[src/rtl/loc_arb_pkg.sv]
package loc_arb_pkg;
  localparam int NLOC_DEF  = 5;
  localparam int LOC_W_DEF = 3;

  // Highest set index of a request vector (0 when empty).
  function automatic logic [LOC_W_DEF-1:0] top_index(input logic [NLOC_DEF-1:0] v);
    logic [LOC_W_DEF-1:0] idx;
    idx = '0;
    for (int i = 0; i < NLOC_DEF; i++)
      if (v[i]) idx = LOC_W_DEF'(i);
    return idx;
  endfunction

  // Shared state word: valid, two zero bits, active locality, assigned, established.
  function automatic logic [7:0] pack_state(input logic vld, input logic [LOC_W_DEF-1:0] loc,
                                            input logic asg, input logic est);
    return {vld, 2'b00, (asg ? loc : '0), asg, est};
  endfunction
endpackage

[src/rtl/loc_cmd_decode.sv]
module loc_cmd_decode #(
  parameter int NLOC        = loc_arb_pkg::NLOC_DEF,
  parameter int LOC_W       = loc_arb_pkg::LOC_W_DEF,
  parameter int EST_MIN_LOC = 3
) (
  input  logic             wr_valid,
  input  logic [LOC_W-1:0] wr_loc,
  input  logic [3:0]       wr_ctrl,
  output logic             do_seize,
  output logic             do_rel,
  output logic             do_req,
  output logic             do_rst_est
);
  localparam logic [LOC_W-1:0] LAST_LOC = LOC_W'(NLOC - 1);
  localparam logic [LOC_W-1:0] EST_LOC  = LOC_W'(EST_MIN_LOC);

  logic loc_ok;
  assign loc_ok     = wr_valid && (wr_loc <= LAST_LOC);
  assign do_seize   = loc_ok && wr_ctrl[2];
  assign do_rel     = loc_ok && !wr_ctrl[2] && wr_ctrl[1];
  assign do_req     = loc_ok && !wr_ctrl[2] && !wr_ctrl[1] && wr_ctrl[0];
  assign do_rst_est = loc_ok && wr_ctrl[3] && (wr_loc >= EST_LOC);
endmodule

[src/rtl/loc_owner_core.sv]
module loc_owner_core #(
  parameter int NLOC  = loc_arb_pkg::NLOC_DEF,
  parameter int LOC_W = loc_arb_pkg::LOC_W_DEF
) (
  input  logic             clk,
  input  logic             rst_n,
  input  logic [LOC_W-1:0] wr_loc,
  input  logic             do_seize,
  input  logic             do_rel,
  input  logic             do_req,
  output logic [LOC_W-1:0] own_q,
  output logic             asg_q,
  output logic [NLOC-1:0]  seized_q,
  output logic             seize_ok,
  output logic             rel_own,
  output logic             req_grant
);
  logic [NLOC-1:0]  pend_q, pend_n, seized_n, loc_bit;
  logic [LOC_W-1:0] own_n;
  logic             asg_n, is_owner;

  assign loc_bit   = NLOC'(1) << wr_loc;
  assign is_owner  = asg_q && (wr_loc == own_q);
  assign seize_ok  = do_seize && asg_q && (wr_loc > own_q);
  assign rel_own   = do_rel && is_owner;
  assign req_grant = do_req && !asg_q;

  always_comb begin
    own_n    = own_q;
    asg_n    = asg_q;
    pend_n   = pend_q;
    seized_n = seized_q;
    if (seize_ok) begin
      seized_n = seized_q | (NLOC'(1) << own_q);
      own_n    = wr_loc;
      pend_n   = pend_q & ~loc_bit;
    end else if (rel_own) begin
      if (pend_q != '0) begin
        own_n  = loc_arb_pkg::top_index(pend_q);
        pend_n = pend_q & ~(NLOC'(1) << loc_arb_pkg::top_index(pend_q));
      end else begin
        own_n = '0;
        asg_n = 1'b0;
      end
    end else if (do_rel) begin
      pend_n = pend_q & ~loc_bit;
    end else if (do_req) begin
      seized_n = seized_q & ~loc_bit;
      if (req_grant) begin
        own_n = wr_loc;
        asg_n = 1'b1;
      end else if (!is_owner) begin
        pend_n = pend_q | loc_bit;
      end
    end
  end

  always_ff @(posedge clk) begin
    if (!rst_n) begin
      own_q    <= '0;
      asg_q    <= 1'b0;
      pend_q   <= '0;
      seized_q <= '0;
    end else begin
      own_q    <= own_n;
      asg_q    <= asg_n;
      pend_q   <= pend_n;
      seized_q <= seized_n;
    end
  end
endmodule

[src/rtl/loc_est_flag.sv]
module loc_est_flag (
  input  logic clk,
  input  logic rst_n,
  input  logic clr,
  input  logic set,
  output logic est_q
);
  always_ff @(posedge clk) begin
    if (!rst_n)   est_q <= 1'b1;
    else if (set) est_q <= 1'b1;
    else if (clr) est_q <= 1'b0;
  end
endmodule

[src/rtl/loc_owner_arb.sv]
module loc_owner_arb #(
  parameter int NLOC  = loc_arb_pkg::NLOC_DEF,
  parameter int LOC_W = loc_arb_pkg::LOC_W_DEF
) (
  input  logic             clk,
  input  logic             rst_n,
  input  logic             wr_valid,
  input  logic [LOC_W-1:0] wr_loc,
  input  logic [3:0]       wr_ctrl,
  input  logic             hash_end,
  output logic [7:0]       state_reg,
  output logic [2*NLOC-1:0] loc_status
);
  logic             do_seize, do_rel, do_req, do_rst_est;
  logic [LOC_W-1:0] own_q;
  logic             asg_q, est_q, vld_q;
  logic [NLOC-1:0]  seized_q;
  logic             seize_ok, rel_own, req_grant;

  loc_cmd_decode #(.NLOC(NLOC), .LOC_W(LOC_W)) u_dec (
    .wr_valid(wr_valid), .wr_loc(wr_loc), .wr_ctrl(wr_ctrl),
    .do_seize(do_seize), .do_rel(do_rel), .do_req(do_req), .do_rst_est(do_rst_est)
  );

  loc_owner_core #(.NLOC(NLOC), .LOC_W(LOC_W)) u_core (
    .clk(clk), .rst_n(rst_n), .wr_loc(wr_loc),
    .do_seize(do_seize), .do_rel(do_rel), .do_req(do_req),
    .own_q(own_q), .asg_q(asg_q), .seized_q(seized_q),
    .seize_ok(seize_ok), .rel_own(rel_own), .req_grant(req_grant)
  );

  loc_est_flag u_est (
    .clk(clk), .rst_n(rst_n), .clr(do_rst_est), .set(hash_end), .est_q(est_q)
  );

  always_ff @(posedge clk) begin
    if (!rst_n) vld_q <= 1'b0;
    else        vld_q <= 1'b1;
  end

  assign state_reg = loc_arb_pkg::pack_state(vld_q, own_q, asg_q, est_q);

  for (genvar i = 0; i < NLOC; i++) begin : g_status
    assign loc_status[2*i]   = asg_q && (own_q == LOC_W'(i));
    assign loc_status[2*i+1] = seized_q[i];
  end
endmodule

[config.mk]
export PLATFORM = sky130hd
export DESIGN_NAME = loc_owner_arb
export DESIGN_NICKNAME = d
export VERILOG_FILES = /design/src/rtl/loc_arb_pkg.sv /design/src/rtl/loc_cmd_decode.sv /design/src/rtl/loc_owner_core.sv /design/src/rtl/loc_est_flag.sv /design/src/rtl/loc_owner_arb.sv
export SDC_FILE = /design/constraint.sdc
export NUM_CORES = 1
export LEC_CHECK = 0
export BUFFER_PORTS_ARGS = -buffer_cell sky130_fd_sc_hd__buf_2
export CAP_MARGIN = 20
export CELL_PAD_IN_SITES_DETAIL_PLACEMENT = 0
export CELL_PAD_IN_SITES_GLOBAL_PLACEMENT = 1
export CORE_MARGIN = 3
export CORE_UTILIZATION = 37
export CTS_BUF_LIST = sky130_fd_sc_hd__clkbuf_8
export CTS_CLUSTER_DIAMETER = 30
export CTS_CLUSTER_SIZE = 16
export DETAILED_ROUTE_END_ITERATION = 8
export HOLD_SLACK_MARGIN = 0.05
export PLACE_DENSITY = 0.83
export SLEW_MARGIN = 20
export SYNTH_ARGS = -nofsm -noshare
export SYNTH_HDL_FRONTEND = slang
export SYNTH_HIERARCHICAL = 1
export SYNTH_SLANG_ARGS = --single-unit
[constraint.sdc]
create_clock -name clk -period 2.2 [get_ports clk]
set_input_delay 0.11 -clock clk [delete_from_list [all_inputs] [get_ports clk]]
set_output_delay 0.11 -clock clk [all_outputs]
set_load 0.03 [all_outputs]
==> results by group, run 1 <==
Routing
  – Total number of vias: 1,099
  – First-iteration detailed-routing DRC count: 48
  – Top routing layer in use: met4
  – M1 WL: 1290 um
  – Final wirelength: 2700 um
  – # DRC: 0
  – Avg Vias per Cell: 5.66
  – TritonRoute pass-1 iters: 4
  – DR WL met3: 142 um
  – Detail Route Antenna Nets: 0
  – WL per Instance: 13.9 um
  – Met2 wire len: 1220 um

STA
  – Fin. max-slew vios: 0
  – Setup violators final: 0
  – Unrepaired setup endpoints after global routing: no
  – Rel. slew slack: 60.7%
  – Clock Skew: 1.37 ps
  – Final hold vios: 0
  – Fmax achieved: 526 MHz
  – Fin crit share: 86.5%
  – Worst-Margin Slew: 588 ps
  – Fin Setup TNS: 0 ps
  – Min Tclk post-route: 1900 ps

Synthesis
  – YS warnings: 6
  – Post-Syn Area: 1120 um2
  – Syn Area/Cell: 8.24 um2
  – Post-Syn Instances: 136

Critical path
  – CP Buf/Inv Count: 1
  – Reg2Reg Setup Slack: 300 ps
  – Setup crit end kind: flop
  – CP max stage delay: 400 ps
  – CP top delay family: simple AND/OR/NAND/NOR gates
  – WP data arrival: 2050 ps
  – CP cell instances: inv_1 -> ha_1 -> nand3_2 -> nor2_1 -> mux2i_1 -> a21o_1 -> a22o_1
  – Crit Path Max Fanout: 8
  – Worst endpoint required time: 2350 ps
  – Crit Path Category: reg2reg
  – Slowest stage cell on the critical path: nor2_1
  – R2R depth: 7
  – R2r startpoint: u_core/own_q[1]$_SDFFE_PN0P_
  – Startpoint types: flop

Worst hold path
  – HP Start: rst_n
  – Worst hold path type: in2reg
  – Hold EP: vld_q$_DFF_P_
  – Hold Path Cell Cnt: 1

Clock tree
  – H-tree lvl count: 1
  – Clk sinks: 16
  – Clk slew on worst S/H paths: 60 ps
  – CTS Buffer Depth: 2
  – TritonCTS Buffers: 3
  – Worst-Skew Late Latency: 250 ps
  – CTS tree: done
  – Root Buffer: clkbuf_8

Floorplan
  – DIE WIDTH: 61.0 um
  – Die area: 3730 um2
  – I/O Pins: 29
  – Core Rows: 19
  – Initial core utilization: 39.6%
  – Core area: 2830 um2
  – Die height: 61.0 um

Global route
  – Initial antenna violation count: 0
  – Wire length of the first global-routing pass: 4550 um
  – Largest net degree at the start of global routing: 16
  – Number of global-route vias before repair: 972
  – Total Routing Usage GR: 16.7%
  – Total global routing overflow: 0

Outcome
  – Status: finished clean

Layout
  – Area growth syn-to-layout: 18.2%
  – Fraction of layout cells with a size suffix above 1: 25.8%
  – Filler instances: 289
  – Nets: 178
  – N_diodes: 0

Run
  – Maxcap violations: 0

Place
  – Dpl hpwl: 2040 um
  – Port bufs: 26
  – RD Place Congestion: 0.888

Power and ir drop
  – Overall power: 772 uW
  – P_leak: 0.561 nW
  – PD cells: 583 nW/um2
  – Worst IR drop on VDD: 0.367 mV
[per-layer routing]
layer	vias up	GRT usage, %
met1	498	21.8
met3	5	3.77
met2	38	26.1
li1	558	-
met5	-	0
met4	0	8.05
[worst max-delay path by stage]
stage                                       from                         endpoint  slack, ps  cells past startpoint
detailed placement                     wr_loc[1]                             flop        240                      8
floorplan           u_core/own_q[1]$_SDFFE_PN0P_  u_core/seized_q[0]$_SDFFE_PN0P_        310                      8
global route        u_core/own_q[1]$_SDFFE_PN0P_                             flop        170                      7
CTS                 u_core/own_q[1]$_SDFFE_PN0P_                             flop        320                      7
finish              u_core/own_q[1]$_SDFFE_PN0P_                             flop        300                      7
global placement                       wr_loc[1]     u_core/own_q[2]$_SDFFE_PN0P_        330                      8
[cell usage in the layout (no fill, tap or decap), types with 2 or more instances in the layout]
| cell | n |
|---|---|
| a32o_1 | 2 |
| conb_1 | 2 |
| nand2b_1 | 2 |
| o21ai_0 | 7 |
| nor4_1 | 3 |
| nor3b_1 | 2 |
| buf_4 | 4 |
| a21oi_1 | 4 |
| o211ai_1 | 2 |
| and2_1 | 3 |
| ha_1 | 3 |
| nor2_1 | 11 |
| and4b_1 | 2 |
| a31oi_1 | 2 |
| clkbuf_8 | 4 |
| mux2i_1 | 2 |
| buf_2 | 26 |
| nand3_1 | 2 |
| nor3_1 | 7 |
| inv_1 | 8 |
| nand2_1 | 15 |
| a311oi_1 | 4 |
| and4bb_1 | 3 |
| dfxtp_1 | 16 |
| nand3b_1 | 2 |
[per-stage QoR]
step | hold WS [ps] | instances | util, % | worst slack, ps | area, um2
global placement | 302 | 189 | 44.5 | 330 | 1260
floorplan | 138 | 137 | - | 308 | 1120
detailed placement | 304 | 189 | 44.5 | 245 | 1260
global route | 145 | 194 | 46.8 | 172 | 1330
finish | 134 | 194 | 46.8 | 298 | 1330
CTS | 126 | 194 | 46.8 | 320 | 1330
[repair_timing]
item | in CTS | in global routing
gates resized for setup | 0 | 0
hold buffers | 1 | 0
hold endpoints to repair | 1 | 0
setup buffers | 0 | 0
[power breakdown]
part | total [mW] | leakage [nW] | internal (mW) | switching [mW]
registers | 0.336 | 0.130 | 0.310 | 0.0259
clock network | 0.264 | 0.0288 | 0.159 | 0.105
logic | 0.173 | 0.402 | 0.0739 | 0.0987
total | 0.772 | 0.561 | 0.543 | 0.230
[final cells by class]
type,count,area (um2),share of cell area [%]
Inverter,8,30.0,2.27
Clock buffer,4,55.1,4.15
Timing Repair Buffer,31,170,12.8
Multi-Input combinational cell,104,711,53.6
Tap cell,31,38.8,2.93
Sequential cell,16,320,24.2
(Power assumes the default switching activity.)
==> inputs of run 2 (changes only) <==
CORE_ASPECT_RATIO = 1.5   (was default)
==> run 2 against run 1 <==
Combinational power hardly changed. Sequential power is essentially flat. Wire length is 0.11% lower. Sequential share of layout area up 0.16 points. Global-route usage shrank 0.38 points. Count of clock-buffer cells in the layout decreased by 1. Critical path depth stayed put. Die area is 0.37% higher. Total power down 6.4%. Register-to-register slack better by 80 ps. Final cell count is 2.6% higher. Critical path type unchanged. Largest cell class unchanged.
==> results by group, run 2 (same netlist as run 1, synthesis figures left out) <==
Outcome
  – Status: finished clean

STA
  – Unrepaired setup endpoints after global routing: no
  – Clock Skew: 0.999 ps (-0.369 ps)
  – Fin Setup TNS: 0 ps (unchanged)
  – Fmax achieved: 547 MHz (+4.1%)
  – Setup violators final: 0 (unchanged)
  – Min Tclk post-route: 1830 ps (-75.4 ps)
  – Fin. max-slew vios: 0 (unchanged)
  – Final hold vios: 0 (unchanged)
  – Fin crit share: 83.0% (-3.4 points)

Layout
  – Area growth syn-to-layout: 17.4%
  – Most common cell after layout, fill and taps aside: buf_2
  – Fin area: 1320 um2 (-0.66%)
  – Filler instances: 304 (+5.2%)
  – Fraction of layout cells with a size suffix above 1: 25.9% (+0.16 points)
  – Highest-count cells in the layout ignoring fill and taps: buf_2 (26), dfxtp_1 (16), nand2_1 (15)
  – N_diodes: 0 (unchanged)
  – Nets: 178 (unchanged)
  – Post-Layout Cell Count: 199 (+2.6%)
  – Final core utilization: 47.2% (+0.32 points)

Routing
  – # DRC: 0 (unchanged)
  – First-iteration detailed-routing DRC count: 19 (-60%)
  – Avg Vias per Cell: 5.53 (-2.4%)
  – TritonRoute pass-1 iters: 4 (unchanged)
  – Top routing layer in use: met4
  – Met2 wire len: 1390 um (+14%)
  – M1 WL: 1120 um (-13%)
  – Total number of vias: 1,100 (+0.091%)
  – Detail Route Antenna Nets: 0 (unchanged)
  – Final wirelength: 2700 um (-0.11%)
  – WL per Instance: 13.5 um (-2.6%)
  – DR WL met3: 130 um (-8.5%)

Clock tree
  – Hold Buf Count CTS: 0 (-1)
  – Clk sinks: 16 (unchanged)
  – CTS tree: done
  – Worst-Skew Late Latency: 240 ps (about the same)
  – Root Buffer: clkbuf_8
  – Clk slew on worst S/H paths: 60 ps (about the same)
  – H-tree lvl count: 1 (unchanged)
  – TritonCTS Buffers: 3 (unchanged)
  – Post-CTS Setup Inserts: 0 (unchanged)
  – Post-CTS resize count: 0 (unchanged)
  – CTS Buffer Depth: 2 (unchanged)

Floorplan
  – DIE WIDTH: 50.9 um (-17%)
  – Die area: 3740 um2 (+0.37%)
  – Core Rows: 23 (+4)
  – Initial core utilization: 40.2% (+0.53 points)
  – Core area: 2790 um2 (-1.3%)
  – Die height: 73.4 um (+20%)
  – I/O Pins: 29 (unchanged)

Power and ir drop
  – Worst IR drop on VDD: 0.423 mV (+15%)
  – Overall power: 723 uW (-6.4%)
  – P_leak: 0.555 nW (-1.1%)
  – PD cells: 549 nW/um2 (-5.8%)

Place
  – Port bufs: 26 (unchanged)
  – Dpl cell area: 1270 um2 (+1.2%)
  – Dpl hpwl: 2150 um (+5.7%)
  – Placed cell count: 196 (+3.7%)
  – RD Place Congestion: 0.893 (+0.56%)

Critical path
  – Crit Path Max Fanout: 6 (-2)
  – WP data arrival: 1970 ps (-80 ps)
  – Crit Path Category: reg2reg
  – CP Launch Point: u_core/own_q[1]$_SDFFE_PN0P_
  – Worst endpoint required time: 2340 ps (about the same)
  – R2r startpoint: u_core/own_q[1]$_SDFFE_PN0P_
  – Setup crit end kind: flop
  – Startpoint types: flop

Global route
  – Wire length of the first global-routing pass: 4820 um (+5.8%)
  – Largest net degree at the start of global routing: 16 (unchanged)
  – Total global routing overflow: 0 (unchanged)
  – Initial antenna violation count: 0 (unchanged)
  – Number of global-route vias before repair: 1,054 (+8.4%)
  – Total Routing Usage GR: 16.4% (-0.38 points)

Run
  – Maxcap violations: 0 (unchanged)

Worst hold path
  – Worst hold path type: in2reg
  – HP Start: hash_end
==> run 2: layout make-up <==
class | instances | area [um2] | area share, %
Clock buffer | 3 | 41.3 | 3.14
Sequential cell | 16 | 320 | 24.3
Multi-Input combinational cell | 104 | 711 | 54.0
Timing Repair Buffer | 31 | 168 | 12.7
Inverter | 8 | 30.0 | 2.28
Tap cell | 37 | 46.3 | 3.52
==> run 2: metal layers <==
metal,vias to the layer above,global-route usage [%]
met2,35,29.3
met1,505,18.8
met3,6,2.64
met4,0,7.19
li1,554,-
met5,-,0
==> run 2: worst max-delay path: stages (launching register included) <==
cell     delay (ps)
dfxtp_1         320
inv_1            70
ha_1            300
and2b_1         190
o31ai_4         270
or2_1           280
a31oi_1         120
o21a_1          180
==> run 2: where the power goes <==
group | switching [mW] | internal [mW]
sequential | 0.0256 | 0.310
combinational | 0.0976 | 0.0732
clock | 0.0955 | 0.121
==> run 2: stage by stage <==
| stage | setup slack, ps | hold WS (ps) |
|---|---|---|
| 6_report | 373 | 51.8 |
| 5_1_grt | 243 | 66.0 |
| 4_1_cts | 375 | 53.0 |
| 3_5_place_dp | 390 | 308 |
| 3_3_place_gp | 383 | 299 |
| 2_1_floorplan | 308 | 138 |
==> run 2: path summary, 6_finish.rpt <==
| path | endpoint | depth (start not counted) | slack [ps] |
|---|---|---|---|
| hold reg to reg | u_core/seized_q[1]$_SDFFE_PN0P_ | 2 | 480 |
| hold / removal | u_est/est_q$_SDFFE_PP1P_ | 2 | 50 |
| setup reg to reg | u_core/seized_q[2]$_SDFFE_PN0P_ | 7 | 370 |
| setup / recovery | u_core/seized_q[2]$_SDFFE_PN0P_ | 7 | 370 |
==> inputs of run 3 (changes only) <==
CORE_UTILIZATION = 36   (was 37)
PLACE_DENSITY = 0.84   (was 0.83)
clock period = 1.6 ns   (was 2.2 ns; I/O delays follow)
==> run 3 against run 2 <==
The run now ends with negative setup slack left. Critical path depth unchanged. Non-clock buffer count increased by 18. Combinational power increased by 70%. Sequential power increased by 38%. Via count increased by 8.4%. Critical path type unchanged. Design area increased by 19%. Clock skew increased by 5.0 ps. Wire length increased by 13%.
==> results by group, run 3 (same netlist as run 1, synthesis figures left out) <==
Outcome
  – Status: finished with violations
  – Failing checks: negative setup slack

Critical path
  – Startpoint types: flop
  – Crit Path Max Fanout: 6 (unchanged)
  – R2R depth: 7 (unchanged)
  – WP data arrival: 1890 ps (-80 ps)
  – Setup crit end kind: flop
  – CP cell instances: inv_4 -> ha_4 -> and2b_1 -> o31ai_4 -> or2_4 -> a31oi_1 -> o21a_1
  – Crit Path Category: reg2reg
  – CP max stage delay: 360 ps (+40 ps)
  – Slowest stage cell on the critical path: dfxtp_4
  – Worst endpoint required time: 1750 ps (-590 ps)

Layout
  – Highest-count cells in the layout ignoring fill and taps: buf_2 (26), buf_4 (21), nand2_1 (14)
  – Fraction of layout cells with a size suffix above 1: 41.4% (+16 points)
  – N_diodes: 0 (unchanged)
  – Area growth syn-to-layout: 39.8%
  – Multi-input gate area: 793 um2 (+12%)
  – FF+latch area: 329 um2 (+2.7%)
  – Nets: 196 (+10%)
  – Post-Layout Cell Count: 220 (+11%)
  – Most common cell after layout, fill and taps aside: buf_2
  – Final core utilization: 53.3% (+6.1 points)
  – Filler instances: 295 (-3.0%)

Clock tree
  – Worst-Skew Late Latency: 260 ps (+20 ps)
  – H-tree lvl count: 1 (unchanged)
  – CTS tree: done
  – Clk slew on worst S/H paths: 70 ps (about the same)
  – CTS Buffer Depth: 2 (unchanged)
  – Clk sinks: 16 (unchanged)
  – TritonCTS Buffers: 3 (unchanged)
  – Root Buffer: clkbuf_8

Worst hold path
  – Hold Path Cell Cnt: 1 (-1)
  – Worst hold path type: in2reg

Global route
  – Initial antenna violation count: 0 (unchanged)
  – Wire length of the first global-routing pass: 4870 um (+1.1%)
  – Largest net degree at the start of global routing: 16 (unchanged)
  – Total global routing overflow: 0 (unchanged)
  – Number of global-route vias before repair: 1,137 (+7.9%)
  – Total Routing Usage GR: 16.6% (+0.22 points)

Routing
  – Detail Route Antenna Nets: 0 (unchanged)
  – Final wirelength: 3040 um (+13%)
  – TritonRoute pass-1 iters: 4 (unchanged)
  – First-iteration detailed-routing DRC count: 37 (+18)
  – # DRC: 0 (unchanged)
  – WL per Instance: 13.8 um (+1.8%)
  – Total number of vias: 1,192 (+8.4%)
  – Avg Vias per Cell: 5.42 (-2.0%)

Power and ir drop
  – Sw power: 350 uW (+60%)
  – Worst IR drop on VDD: 0.567 mV (+34%)
  – Int Power: 779 uW (+54%)
  – P_leak: 0.662 nW (+19%)
  – Flop pwr share: 41.0% (-5.4 points)
  – Clock Power Share: 33.3% (+3.3 points)
  – Combinational Power Share: 25.7% (+2.1 points)
  – Net Sw Frac: 31.0% (+0.75 points)
  – PD cells: 720 nW/um2 (+31%)

Floorplan
  – Die height: 74.3 um (+1.3%)
  – Initial core utilization: 38.1% (-2.1 points)
  – DIE WIDTH: 51.6 um (+1.2%)
  – Die area: 3830 um2 (+2.5%)
  – I/O Pins: 29 (unchanged)
  – Core Rows: 24 (+4.3%)
  – Core area: 2940 um2 (+5.4%)

Run
  – Maxcap violations: 0 (unchanged)

STA
  – Clock Skew: 6.00 ps (+5.00 ps)
  – Setup violators final: 13 (+13)
  – Min Tclk post-route: 1740 ps (-89.6 ps)
  – Fin. max-slew vios: 0 (unchanged)
  – Fin crit share: 109% (+26 points)
  – Unrepaired setup endpoints after global routing: yes
  – Rel. slew slack: 61.7%
  – Final worst setup slack: -137 ps (-510 ps)
  – Final hold vios: 0 (unchanged)
  – Worst-Margin Slew: 573 ps
  – Fmax achieved: 576 MHz (+5.2%)

Place
  – Dpl hpwl: 2300 um (+6.6%)
  – Port bufs: 26 (unchanged)
  – RD Place Congestion: 0.844 (-5.6%)
  – Placed cell count: 213 (+8.7%)
  – Setup WS pre-CTS: -179 ps (-569 ps)
## run 3: cell count changes in the layout (fill, tap and decap cells not counted), sizes merged
cell	delta
buf	+17
clkbuf	+1
dlygate4sd3	+1
## run 3: path summary, 6_finish.rpt
path | start | endpoint | slack (ps)
max | u_core/own_q[1]$_SDFFE_PN0P_ | u_core/seized_q[2]$_SDFFE_PN0P_ | -140
min | rst_n | vld_q$_DFF_P_ | 100
max reg2reg | u_core/own_q[1]$_SDFFE_PN0P_ | u_core/seized_q[2]$_SDFFE_PN0P_ | -140
min reg2reg | u_core/seized_q[1]$_SDFFE_PN0P_ | u_core/seized_q[1]$_SDFFE_PN0P_ | 480
## run 3: critical path, delay by kind of cell (launching register included)
| kind | cells | cell delay, ps |
|---|---|---|
| compound gates | 3 | 610 |
| flops | 1 | 360 |
| fa+ha+maj | 1 | 210 |
| buf+inv | 1 | 40 |
| simple gates | 2 | 410 |
## run 3: repair_timing
item / CTS / global route
gates resized for setup: 4 / 8
gates cloned: 0 / 0
endpoints found under the hold margin: 1 / 0
hold buffers: 1 / 0
pin swaps: 5 / 5
buffers inserted: 1 / 1
endpoints found under the setup margin: 13 / 13
## run 3: routing by layer
| layer | global-route usage (%) | wire length (um) |
|---|---|---|
| met1 | 17.7 | 1220 |
| met2 | 29.3 | 1580 |
| met3 | 2.61 | 116 |
| met4 | 11.7 | 119 |
| met5 | 0 | 0 |
## run 3: power groups by stage
stage	sequential [mW]	combinational [mW]	clock [mW]
3_5_place_dp	0.469	0.262	0
6_report	0.462	0.290	0.376
5_1_grt	0.465	0.321	0.401
2_1_floorplan	0.468	0.176	0
3_3_place_gp	0.466	0.258	0
4_1_cts	0.460	0.270	0.388
## run 3: cell type report
type                    count  share of cell area, %
well taps                  39                   3.11
multi-input cells         104                   50.6
flip-flops and latches     16                   21.0
inverters                   8                   2.08
clock buffers               4                   3.51
repair buffers             49                   19.7
## run 3: metrics by stage
step | total power [mW] | setup TNS (ps) | hold slack (ps) | area (um2)
after floorplan | 0.644 | -383 | 108 | 1150
after global placement | 0.724 | -950 | 268 | 1420
after detailed placement | 0.731 | -1230 | 268 | 1420
after CTS | 1.12 | -1160 | 99.3 | 1510
after global routing | 1.19 | -1990 | 111 | 1570
final | 1.13 | -1010 | 102 | 1570
